===== config.mk =====
export PLATFORM = sky130hd
export DESIGN_NAME = lscx_unit
export DESIGN_NICKNAME = d
export VERILOG_FILES = /design/src/rtl/lscx_pkg.sv /design/src/rtl/lscx_decode.sv /design/src/rtl/lscx_alu.sv /design/src/rtl/lscx_unit.sv
export SDC_FILE = /design/constraint.sdc
export NUM_CORES = 1
export LEC_CHECK = 0
export CAP_MARGIN = 20
export CORE_MARGIN = 3
export CORE_UTILIZATION = 40
export CTS_CLUSTER_DIAMETER = 80
export DETAILED_ROUTE_END_ITERATION = 12
export DONT_BUFFER_PORTS = 1
export HOLD_SLACK_MARGIN = 0.05
export SYNTH_ARGS = -nofsm -noshare
export SYNTH_HDL_FRONTEND = slang
export SYNTH_SLANG_ARGS = --single-unit

===== constraint.sdc =====
create_clock -name clk -period 4.85 [get_ports clk]
set_input_delay 0.2425 -clock clk [delete_from_list [all_inputs] [get_ports clk]]
set_output_delay 0.2425 -clock clk [all_outputs]
set_load 0.02 [all_outputs]

===== src/rtl/lscx_pkg.sv =====
package lscx_pkg;
    localparam logic [7:0] OPC_SUB_MEM = 8'h23;
    localparam logic [7:0] OPC_SUB_REG = 8'h25;
    localparam logic [7:0] OPC_XOR_MEM = 8'h31;
    localparam logic [7:0] OPC_XOR_REG = 8'h36;
    localparam logic [7:0] OPC_CMP_MEM = 8'h41;
    localparam logic [7:0] OPC_CMP_REG = 8'h44;

    typedef enum logic [1:0] {K_SUB, K_XOR, K_CMP, K_NONE} op_kind_e;
    typedef enum logic [1:0] {S_IDLE, S_WRITE, S_FLAGS, S_TRAP} unit_state_e;

    typedef struct packed {
        logic zf;
        logic sf;
        logic of;
    } flags_t;
endpackage


===== src/rtl/lscx_decode.sv =====
module lscx_decode
    import lscx_pkg::*;
(
    input  logic [7:0] opcode,
    output op_kind_e   kind,
    output logic       use_reg
);
    always_comb begin
        kind    = K_NONE;
        use_reg = 1'b0;
        unique case (opcode)
            OPC_SUB_MEM: kind = K_SUB;
            OPC_SUB_REG: begin kind = K_SUB; use_reg = 1'b1; end
            OPC_XOR_MEM: kind = K_XOR;
            OPC_XOR_REG: begin kind = K_XOR; use_reg = 1'b1; end
            OPC_CMP_MEM: kind = K_CMP;
            OPC_CMP_REG: begin kind = K_CMP; use_reg = 1'b1; end
            default:     kind = K_NONE;
        endcase
    end
endmodule


===== src/rtl/lscx_alu.sv =====
module lscx_alu
    import lscx_pkg::*;
#(
    parameter int W = 16
) (
    input  op_kind_e       kind,
    input  logic [W-1:0]   a,
    input  logic [W-1:0]   b,
    output logic [W-1:0]   res,
    output flags_t         fl
);
    logic [W:0]   diff;
    logic         borrow;
    logic [W-1:0] xr;

    assign diff   = {1'b0, a} - {1'b0, b};
    assign borrow = diff[W];
    assign xr     = a ^ b;

    always_comb begin
        res = '0;
        fl  = '0;
        unique case (kind)
            K_SUB: begin
                res   = diff[W-1:0];
                fl.zf = (diff[W-1:0] == '0);
                fl.of = borrow;
            end
            K_XOR: begin
                res   = xr;
                fl.zf = (xr == '0);
            end
            K_CMP: begin
                fl.zf = (a == b);
                fl.sf = borrow;
            end
            default: begin
                res = '0;
                fl  = '0;
            end
        endcase
    end
endmodule


===== src/rtl/lscx_unit.sv =====
module lscx_unit
    import lscx_pkg::*;
#(
    parameter int W = 16
) (
    input  logic         clk,
    input  logic         rst_n,
    input  logic         exec_en,
    input  logic [15:0]  instr,
    input  logic [W-1:0] gr_a,
    input  logic [W-1:0] mem_b,
    input  logic [W-1:0] gr_b,
    output logic [3:0]   src_idx,
    output logic         wb_en,
    output logic [3:0]   wb_idx,
    output logic [W-1:0] wb_data,
    output logic         zf,
    output logic         sf,
    output logic         of,
    output logic         illegal
);
    op_kind_e     kind;
    logic         use_reg;
    logic [W-1:0] opnd_b;
    logic [W-1:0] alu_res;
    flags_t       alu_fl;
    flags_t       flags_q;
    logic [W-1:0] data_q;
    logic [3:0]   idx_q;
    unit_state_e  state_q, state_d;

    lscx_decode u_dec (
        .opcode (instr[15:8]),
        .kind   (kind),
        .use_reg(use_reg)
    );

    assign opnd_b  = use_reg ? gr_b : mem_b;
    assign src_idx = instr[3:0];

    lscx_alu #(.W(W)) u_alu (
        .kind(kind),
        .a   (gr_a),
        .b   (opnd_b),
        .res (alu_res),
        .fl  (alu_fl)
    );

    // Transitions: GO_WRITE, GO_FLAGS, GO_TRAP on accept; RETIRE otherwise.
    always_comb begin
        state_d = S_IDLE;
        if (exec_en) begin
            unique case (kind)
                K_SUB, K_XOR: state_d = S_WRITE;
                K_CMP:        state_d = S_FLAGS;
                default:      state_d = S_TRAP;
            endcase
        end
    end

    always_ff @(posedge clk or negedge rst_n) begin
        if (!rst_n) state_q <= S_IDLE;
        else        state_q <= state_d;
    end

    always_ff @(posedge clk or negedge rst_n) begin
        if (!rst_n) begin
            flags_q <= '0;
            data_q  <= '0;
            idx_q   <= '0;
        end else if (exec_en && kind != K_NONE) begin
            flags_q <= alu_fl;
            data_q  <= alu_res;
            idx_q   <= instr[7:4];
        end
    end

    assign wb_en   = (state_q == S_WRITE);
    assign illegal = (state_q == S_TRAP);
    assign wb_idx  = idx_q;
    assign wb_data = data_q;
    assign zf      = flags_q.zf;
    assign sf      = flags_q.sf;
    assign of      = flags_q.of;
endmodule


==> results of run 1 <==
area by class of cell:
type	count	area (µm²)	area share, %
Clock buffer	4	45.04	1.798
Inverter	5	18.77	0.7493
Multi-Input combinational cell	229	1680	67.08
Sequential cell	25	625.6	24.98
Tap cell	72	90.09	3.596
Timing Repair Buffer	4	45.04	1.798
worst max-delay path: cells and delay by family:
| kind | cells | cell delay (ns) |
|---|---|---|
| mux | 2 | 0.59 |
| buf+inv | 1 | 0.06 |
| compound gates | 5 | 0.76 |
| fa+ha+maj | 2 | 0.61 |
| simple gates | 6 | 1.57 |
what timing repair did:
action | CTS | global route
endpoints found under the setup margin | 0 | 0
hold buffers | 2 | 0
hold endpoints to repair | 25 | 0
cells in the final DEF, fill, tap and decap left out, types with 5 or more instances in the layout:
cell / instances
nand3_1: 7
nand2_1: 26
nor2_1: 15
o21a_1: 5
dfrtp_1: 25
a22o_1: 6
inv_1: 5
a21oi_1: 16
ha_1: 16
o21ai_0: 17
nor3_1: 8
a21o_1: 8
xnor2_1: 6
mux2i_1: 16
stage by stage:
stage / instance area, µm² / hold slack [ns]
2_1_floorplan: 2436 / -0.05309
3_3_place_gp: 2430 / -0.05261
3_5_place_dp: 2430 / -0.05256
4_1_cts: 2505 / 0.1139
5_1_grt: 2505 / 0.1071
6_report: 2505 / 0.1158
cell families (layout without fill, tap and decap cells):
logic type	Yosys count	count (layout)
xor+xnor	10	10
flops	25	25
simple gates	87	87
buf+inv	27	13
mux	22	22
compound gates	93	93
fa+ha+maj	17	17
registers in the layout, indices dropped and copies added, names as in the netlist:
signal   count
state_q      2
zf           1
wb_data     16
of           1
sf           1
wb_idx       4
per-layer routing:
metal	up-vias	GRT usage, %
met2	80	27.19
met5	-	0
li1	1028	-
met4	0	4.094
met3	8	4.146
met1	989	24.01
power by group:
| group | internal, mW | total (mW) | leakage, nW | switching (mW) |
|---|---|---|---|---|
| clock | 0.0585 | 0.118 | 0.0228 | 0.0591 |
| sequential | 0.239 | 0.299 | 0.324 | 0.0598 |
| combinational | 0.0909 | 0.206 | 0.782 | 0.115 |
worst paths after layout:
kind	startpoint	slack [ns]	endpoint	depth (start not counted)
max	instr[9]	1.19	zf	16
min	instr[6]	0.12	wb_idx[2]	1
max in group asynchronous	rst_n	4.29	wb_data[6]	2
min in group asynchronous	rst_n	0.41	wb_idx[1]	2
min reg2reg	sf	0.63	sf	2
max reg2reg	zf	2.78	zf	7
==> impl_metrics.csv, run 1 <==
group,metric,value,unit
cells_and_area,num-nets-final,352,
sta,relSlewSlack,38.43,%
setup_path,crit_path_top_delay_cell,"fa_1",
routing,wl_met1,2852,µm
logic_synthesis,synthArstFlopShare,100.0,%
sta,timing.final.ws_setup,1.188,ns
power,p_total,0.6231,mW
setup_path,worstPathCellList,"nor4b_1 -> a21oi_1 -> o32ai_1 -> nand3_1 -> mux2_2 -> ha_1 -> inv_1 -> fa_1 -> a21o_1 -> nor3_1 -> o31ai_1 -> mux2_1 -> nor4_1 -> nand4b_1 -> or4_1 -> o31ai_1",
logic_synthesis,synth_compound_area_share,28.45,%
floorplanning,io_pins,96,
logic_synthesis,synth-simple-area-share,18.28,%
setup_path,endpoint_kind,"register",
routing,wl_per_cell,18.38,µm
setup_path,worst_ep_required_time,5.02,ns
global_route,grt_max_degree,26,
sta,maxSlewViolCount,0,
logic_synthesis,synth_edf_count,0,
global_route,overflow,0,
cts,root_buffer,"clkbuf_8",
logic_synthesis,synth-seq-area-share,25.68,%
sta,post-route-period-util,75.51,%
logic_synthesis,synthesis.area,2436,µm²
setup_path,start_kind,"input pin",
global_route,grt_pass1_wl,10320,µm
placement,dp.cells,333,
cells_and_area,nFillCells,576,
logic_synthesis,synth.top_cells.by_area,"dfrtp_1, ha_1, mux2i_1",
logic_synthesis,synth_most_common_cell,"nand2_1",
cells_and_area,area_growth,2.825,%
floorplanning,die_h,84.04,µm
sta,period_minus_slack,3.662,ns
logic_synthesis,ys_types,64,
cts,clockBufferDepth,2,
global_route,grt_pass1_vias,2079,
cts,path_clk_slew,0.08,ns
run,timing.max_cap.violations,0,
floorplanning,die-area,7063,µm²
cells_and_area,post-route-util,43.87,%
cts,h-tree-depth,1,
placement,numPortBuffers,0,
logic_synthesis,synth_top_family_by_area,"compound AO/OA/AOI/OAI gates",
cells_and_area,fin_cells,339,
routing,first_pass_iters,4,
power,power_density,248.8,nW/µm²
setup_path,crit_path_frequent_cell,"o31ai_1",
cts,cts_setup_buffers,0,
cts,ctsResizeCount,0,
sta,skew,0,ns
worst_hold_path,hold_class,"in -> reg",
placement,hpwl,4939,µm
routing,drc,0,
logic_synthesis,syn_avg_cell_area,8.669,µm²
cts,tritoncts,"yes",
logic_synthesis,yosys_warnings,0,
routing,drt-initial-drc-count,170,
logic_synthesis,ys_ff_latch,25,
global_route,track_usage,17.36,%
global_route,antenna_found_initial,0,
routing,drt-total-wl,6232,µm
setup_path,worst_path_largest_cell_delay,0.44,ns
logic_synthesis,synth_cells,281,
cells_and_area,n_antenna_cell,0,
routing,detail-route-antenna-nets,0,
routing,wl_met3,528,µm
cts,cts_sinks,25,
logic_synthesis,yosys-top-cells-count,"nand2_1, dfrtp_1, o21ai_0",
setup_path,cp_max_fo,6,
power,ir_worst_vdd,0.1750,mV
routing,viasPerCell,6.209,
power,power_leakage,1.128,nW
sta,finalHoldViolCount,0,
sta,tightest_slew,0.9194,ns
cells_and_area,final_layout_size_suffix_gt1_share,8.240,%
setup_path,path_class,"in -> reg",
floorplanning,core_area,5709,µm²
floorplanning,rows,27,
sta,fin_tns_setup,0,ns
logic_synthesis,synthesis.nets,365,
logic_synthesis,synth_adder_area_share,9.040,%
logic_synthesis,synth_xor_area_share,3.595,%
placement,place.gp.congestion,0.9226,
status,outcome,"completed",
sta,final-setup-viol-count,0,
cts,cts_made_buffers,3,
routing,dr_wl_met2,2788,µm
floorplanning,die_x,84.04,µm
routing,vias,2105,
routing,highest_layer,"met4",
cts,clkLatencyLatePin,0.26,ns
setup_path,crit_arrival,3.83,ns
logic_synthesis,ys.flop_type,"dfrtp_1",
logic_synthesis,synth_top_area_cell,"dfrtp_1",
sta,rsz0062_at_grt,"false",
floorplanning,initial_core_util,42.67,%
logic_synthesis,synth.area.mux_share,9.348,%
logic_synthesis,synth_top_area_share,25.68,%
placement,post-place-ws,0.9378,ns
sta,fmax,273.1,MHz
(Power assumes the default switching activity.)
==> inputs of run 2 (changes only) <==
- ABC_AREA: default -> 1
- clock period: 4.85 -> 3.06 ns (I/O delays scaled with it)
==> impl_metrics.csv, run 2 <==
group,metric,value,unit
status,outcome,"completed",
floorplanning,die-area,7335,µm²
logic_synthesis,synth_most_common_cell,"nand2_1",
logic_synthesis,ys_types,36,
logic_synthesis,synth_cells,396,
floorplanning,initial_core_util,42.11,%
power,power_density,326.8,nW/µm²
sta,relSlewSlack,43.28,%
logic_synthesis,synth.top_cells.by_area,"dfrtp_1, nand2_1, ha_1",
logic_synthesis,synthArstFlopShare,100.0,%
global_route,track_usage,16.89,%
floorplanning,die_h,85.65,µm
global_route,grt_pass1_vias,2217,
routing,drt-total-wl,6100,µm
cells_and_area,final_cell_mix,"nand2_1, inv_1, nand3_1",
sta,skew,0,ns
cells_and_area,num-nets-final,481,
cts,cts_sinks,25,
cts,cts_made_buffers,3,
placement,hpwl,4999,µm
setup_path,worst_path_largest_cell_delay,0.33,ns
worst_hold_path,hold_class,"in -> reg",
global_route,use_met1,25.46,%
logic_synthesis,yosys_warnings,0,
cells_and_area,area_growth,5.523,%
setup_path,path_class,"in -> reg",
cts,h-tree-depth,1,
cts,cts_setup_buffers,0,
sta,post-route-period-util,81.91,%
sta,tightest_slew,0.8476,ns
cells_and_area,fin_cells,471,
global_route,grtUsageMet3,2.017,%
cts,root_buffer,"clkbuf_8",
cells_and_area,post-route-util,44.44,%
setup_path,crit_arrival,2.70,ns
floorplanning,core_area,6026,µm²
routing,drt-initial-drc-count,84,
logic_synthesis,synthesis.area,2537,µm²
cells_and_area,largest_register_ffs,16,
placement,place.gp.congestion,0.8674,
global_route,overflow,0,
cts,path_clk_slew,0.08,ns
setup_path,crit_path_frequent_cell,"nand2_1",
run,timing.max_cap.violations,0,
global_route,antenna_found_initial,0,
cells_and_area,final_layout_size_suffix_gt1_share,5.808,%
floorplanning,io_pins,96,
power,ir_worst_vdd,0.2843,mV
global_route,grt_pass1_wl,10310,µm
routing,viasPerCell,5.130,
placement,numPortBuffers,0,
power,p_total,0.8749,mW
power,clockPowerShare,21.3,%
logic_synthesis,synth_top_area_cell,"dfrtp_1",
sta,finalHoldViolCount,0,
setup_path,worstPathCellList,"nor4_2 -> nand3_1 -> nand2_2 -> buf_4 -> mux2i_1 -> ha_1 -> nand2_1 -> inv_1 -> a21oi_1 -> nand2_1 -> nand2_1 -> nand2_1 -> nor2_1 -> nand3_1 -> nor2_1 -> nand3_1 -> a21oi_2",
power,share_comb_of_total_power,34.2,%
setup_path,worst_ep_required_time,3.26,ns
power,power_leakage,1.466,nW
setup_path,endpoint_kind,"register",
routing,vias,2416,
cells_and_area,n_antenna_cell,0,
logic_synthesis,ys.flop_type,"dfrtp_1",
setup_path,crit_path_top_delay_cell,"nor4_2",
power,switching_share,36.77,%
sta,period_minus_slack,2.506,ns
power,p_seq_share,44.5,%
cts,tritoncts,"yes",
sta,maxSlewViolCount,0,
cells_and_area,layout_commonest_cell,"nand2_1",
cts,clockBufferDepth,2,
sta,final-setup-viol-count,0,
logic_synthesis,synth-seq-area-share,24.65,%
logic_synthesis,synth_top_area_share,24.65,%
power,power.switching,0.3217,mW
logic_synthesis,yosys-top-cells-count,"nand2_1, inv_1, nand3_1",
routing,first_pass_iters,4,
logic_synthesis,synthesis.nets,480,
global_route,grt_max_degree,27,
sta,fin_tns_setup,0,ns
floorplanning,rows,28,
sta,fmax,399.0,MHz
cells_and_area,nFillCells,671,
floorplanning,die_x,85.65,µm
routing,wl_per_cell,12.95,µm
logic_synthesis,ys_ff_latch,25,
sta,rsz0062_at_grt,"false",
setup_path,cp_max_fo,14,
power,internal_power,0.5532,mW
routing,detail-route-antenna-nets,0,
placement,dp.cells,460,
routing,drc,0,
setup_path,start_kind,"input pin",
global_route,use_met2,25.64,%
global_route,grt_busiest_layer,"met2",
logic_synthesis,syn_avg_cell_area,6.408,µm²
cts,clkLatencyLatePin,0.26,ns
logic_synthesis,synth_edf_count,0,
[run 2: cell types whose count changed after synthesis, sizes merged, moves of 9 or more]
| cell | change |
|---|---|
| nor2 | +14 |
| clkbuf | -13 |
| a21o | -9 |
| inv | +44 |
| nand2 | +134 |
| nand3 | +24 |
| o21ai | -11 |
[run 2: power groups by stage]
stage / Combinational, mW / Sequential (mW) / Clock [mW]
detailed placement: 0.282 / 0.397 / 0
CTS: 0.300 / 0.390 / 0.194
global route: 0.347 / 0.392 / 0.206
finish: 0.299 / 0.389 / 0.186
floorplan: 0.241 / 0.392 / 0
global placement: 0.282 / 0.396 / 0
[run 2: cell type report]
| cell class | count | area, µm² | share of cell area (%) |
|---|---|---|---|
| timing repair buffer | 8 | 87.58 | 3.271 |
| tap | 75 | 93.84 | 3.505 |
| clock buffer | 4 | 45.04 | 1.682 |
| inverter | 50 | 187.7 | 7.009 |
| sequential | 25 | 625.6 | 23.36 |
| multi-input combinational | 309 | 1638 | 61.17 |
[run 2: routing by layer]
layer | wire (µm) | up-vias
met2 | 2546 | 89
met1 | 3076 | 1051
met4 | 61 | 0
met3 | 416 | 6
li1 | - | 1270
met5 | 0 | -
[run 2: critical path, delay by kind of cell]
family / cells / cell delay [ns]
buffers and inverters: 2 / 0.33
adder cells (fa/ha/maj): 1 / 0.32
multiplexers: 1 / 0.22
AND/OR/NAND/NOR: 11 / 1.37
AO/OA/AOI/OAI: 2 / 0.29
[run 2: logic make-up (layout without fill, tap and decap cells)]
logic type               count (synthesis)  count (layout)  synth area share, %
buffers and inverters                   62              62                10.80
multiplexers                            16              16                6.361
XOR/XNOR                                 1               1               0.3452
AND/OR/NAND/NOR                        236             236                40.19
AO/OA/AOI/OAI                           39              39                8.974
adder cells (fa/ha/maj)                 17              17                8.678
flip-flops                              25              25                24.65
[run 2: per-stage QoR]
stage	hold slack (ns)	cell area, µm²	setup slack [ns]
2_1_floorplan	-0.1426	2537	0.5230
3_3_place_gp	-0.1420	2552	0.3071
3_5_place_dp	-0.1421	2552	0.2775
4_1_cts	0.2439	2678	0.5385
5_1_grt	0.2652	2678	0.2242
6_report	0.2371	2678	0.5536
[run 2: timing repair]
| item | 4_1_cts | 5_1_grt |
|---|---|---|
| hold buffers | 7 | 0 |
| endpoints found under the setup margin | 0 | 0 |
| endpoints found under the hold margin | 32 | 0 |
| resized for setup | 0 | 0 |
[run 2: path summary, 6_finish.rpt]
check	startpoint	endpoint	slack, ns	depth (start not counted)
worst max-delay path	instr[15]	zf	0.55	17
worst min-delay path	exec_en	wb_idx[3]	0.24	3
worst max register to register	of	of	2.28	2
worst min register to register	wb_idx[3]	wb_idx[3]	0.62	2
max in group asynchronous	rst_n	wb_idx[0]	2.59	2
min in group asynchronous	rst_n	wb_data[1]	0.33	2
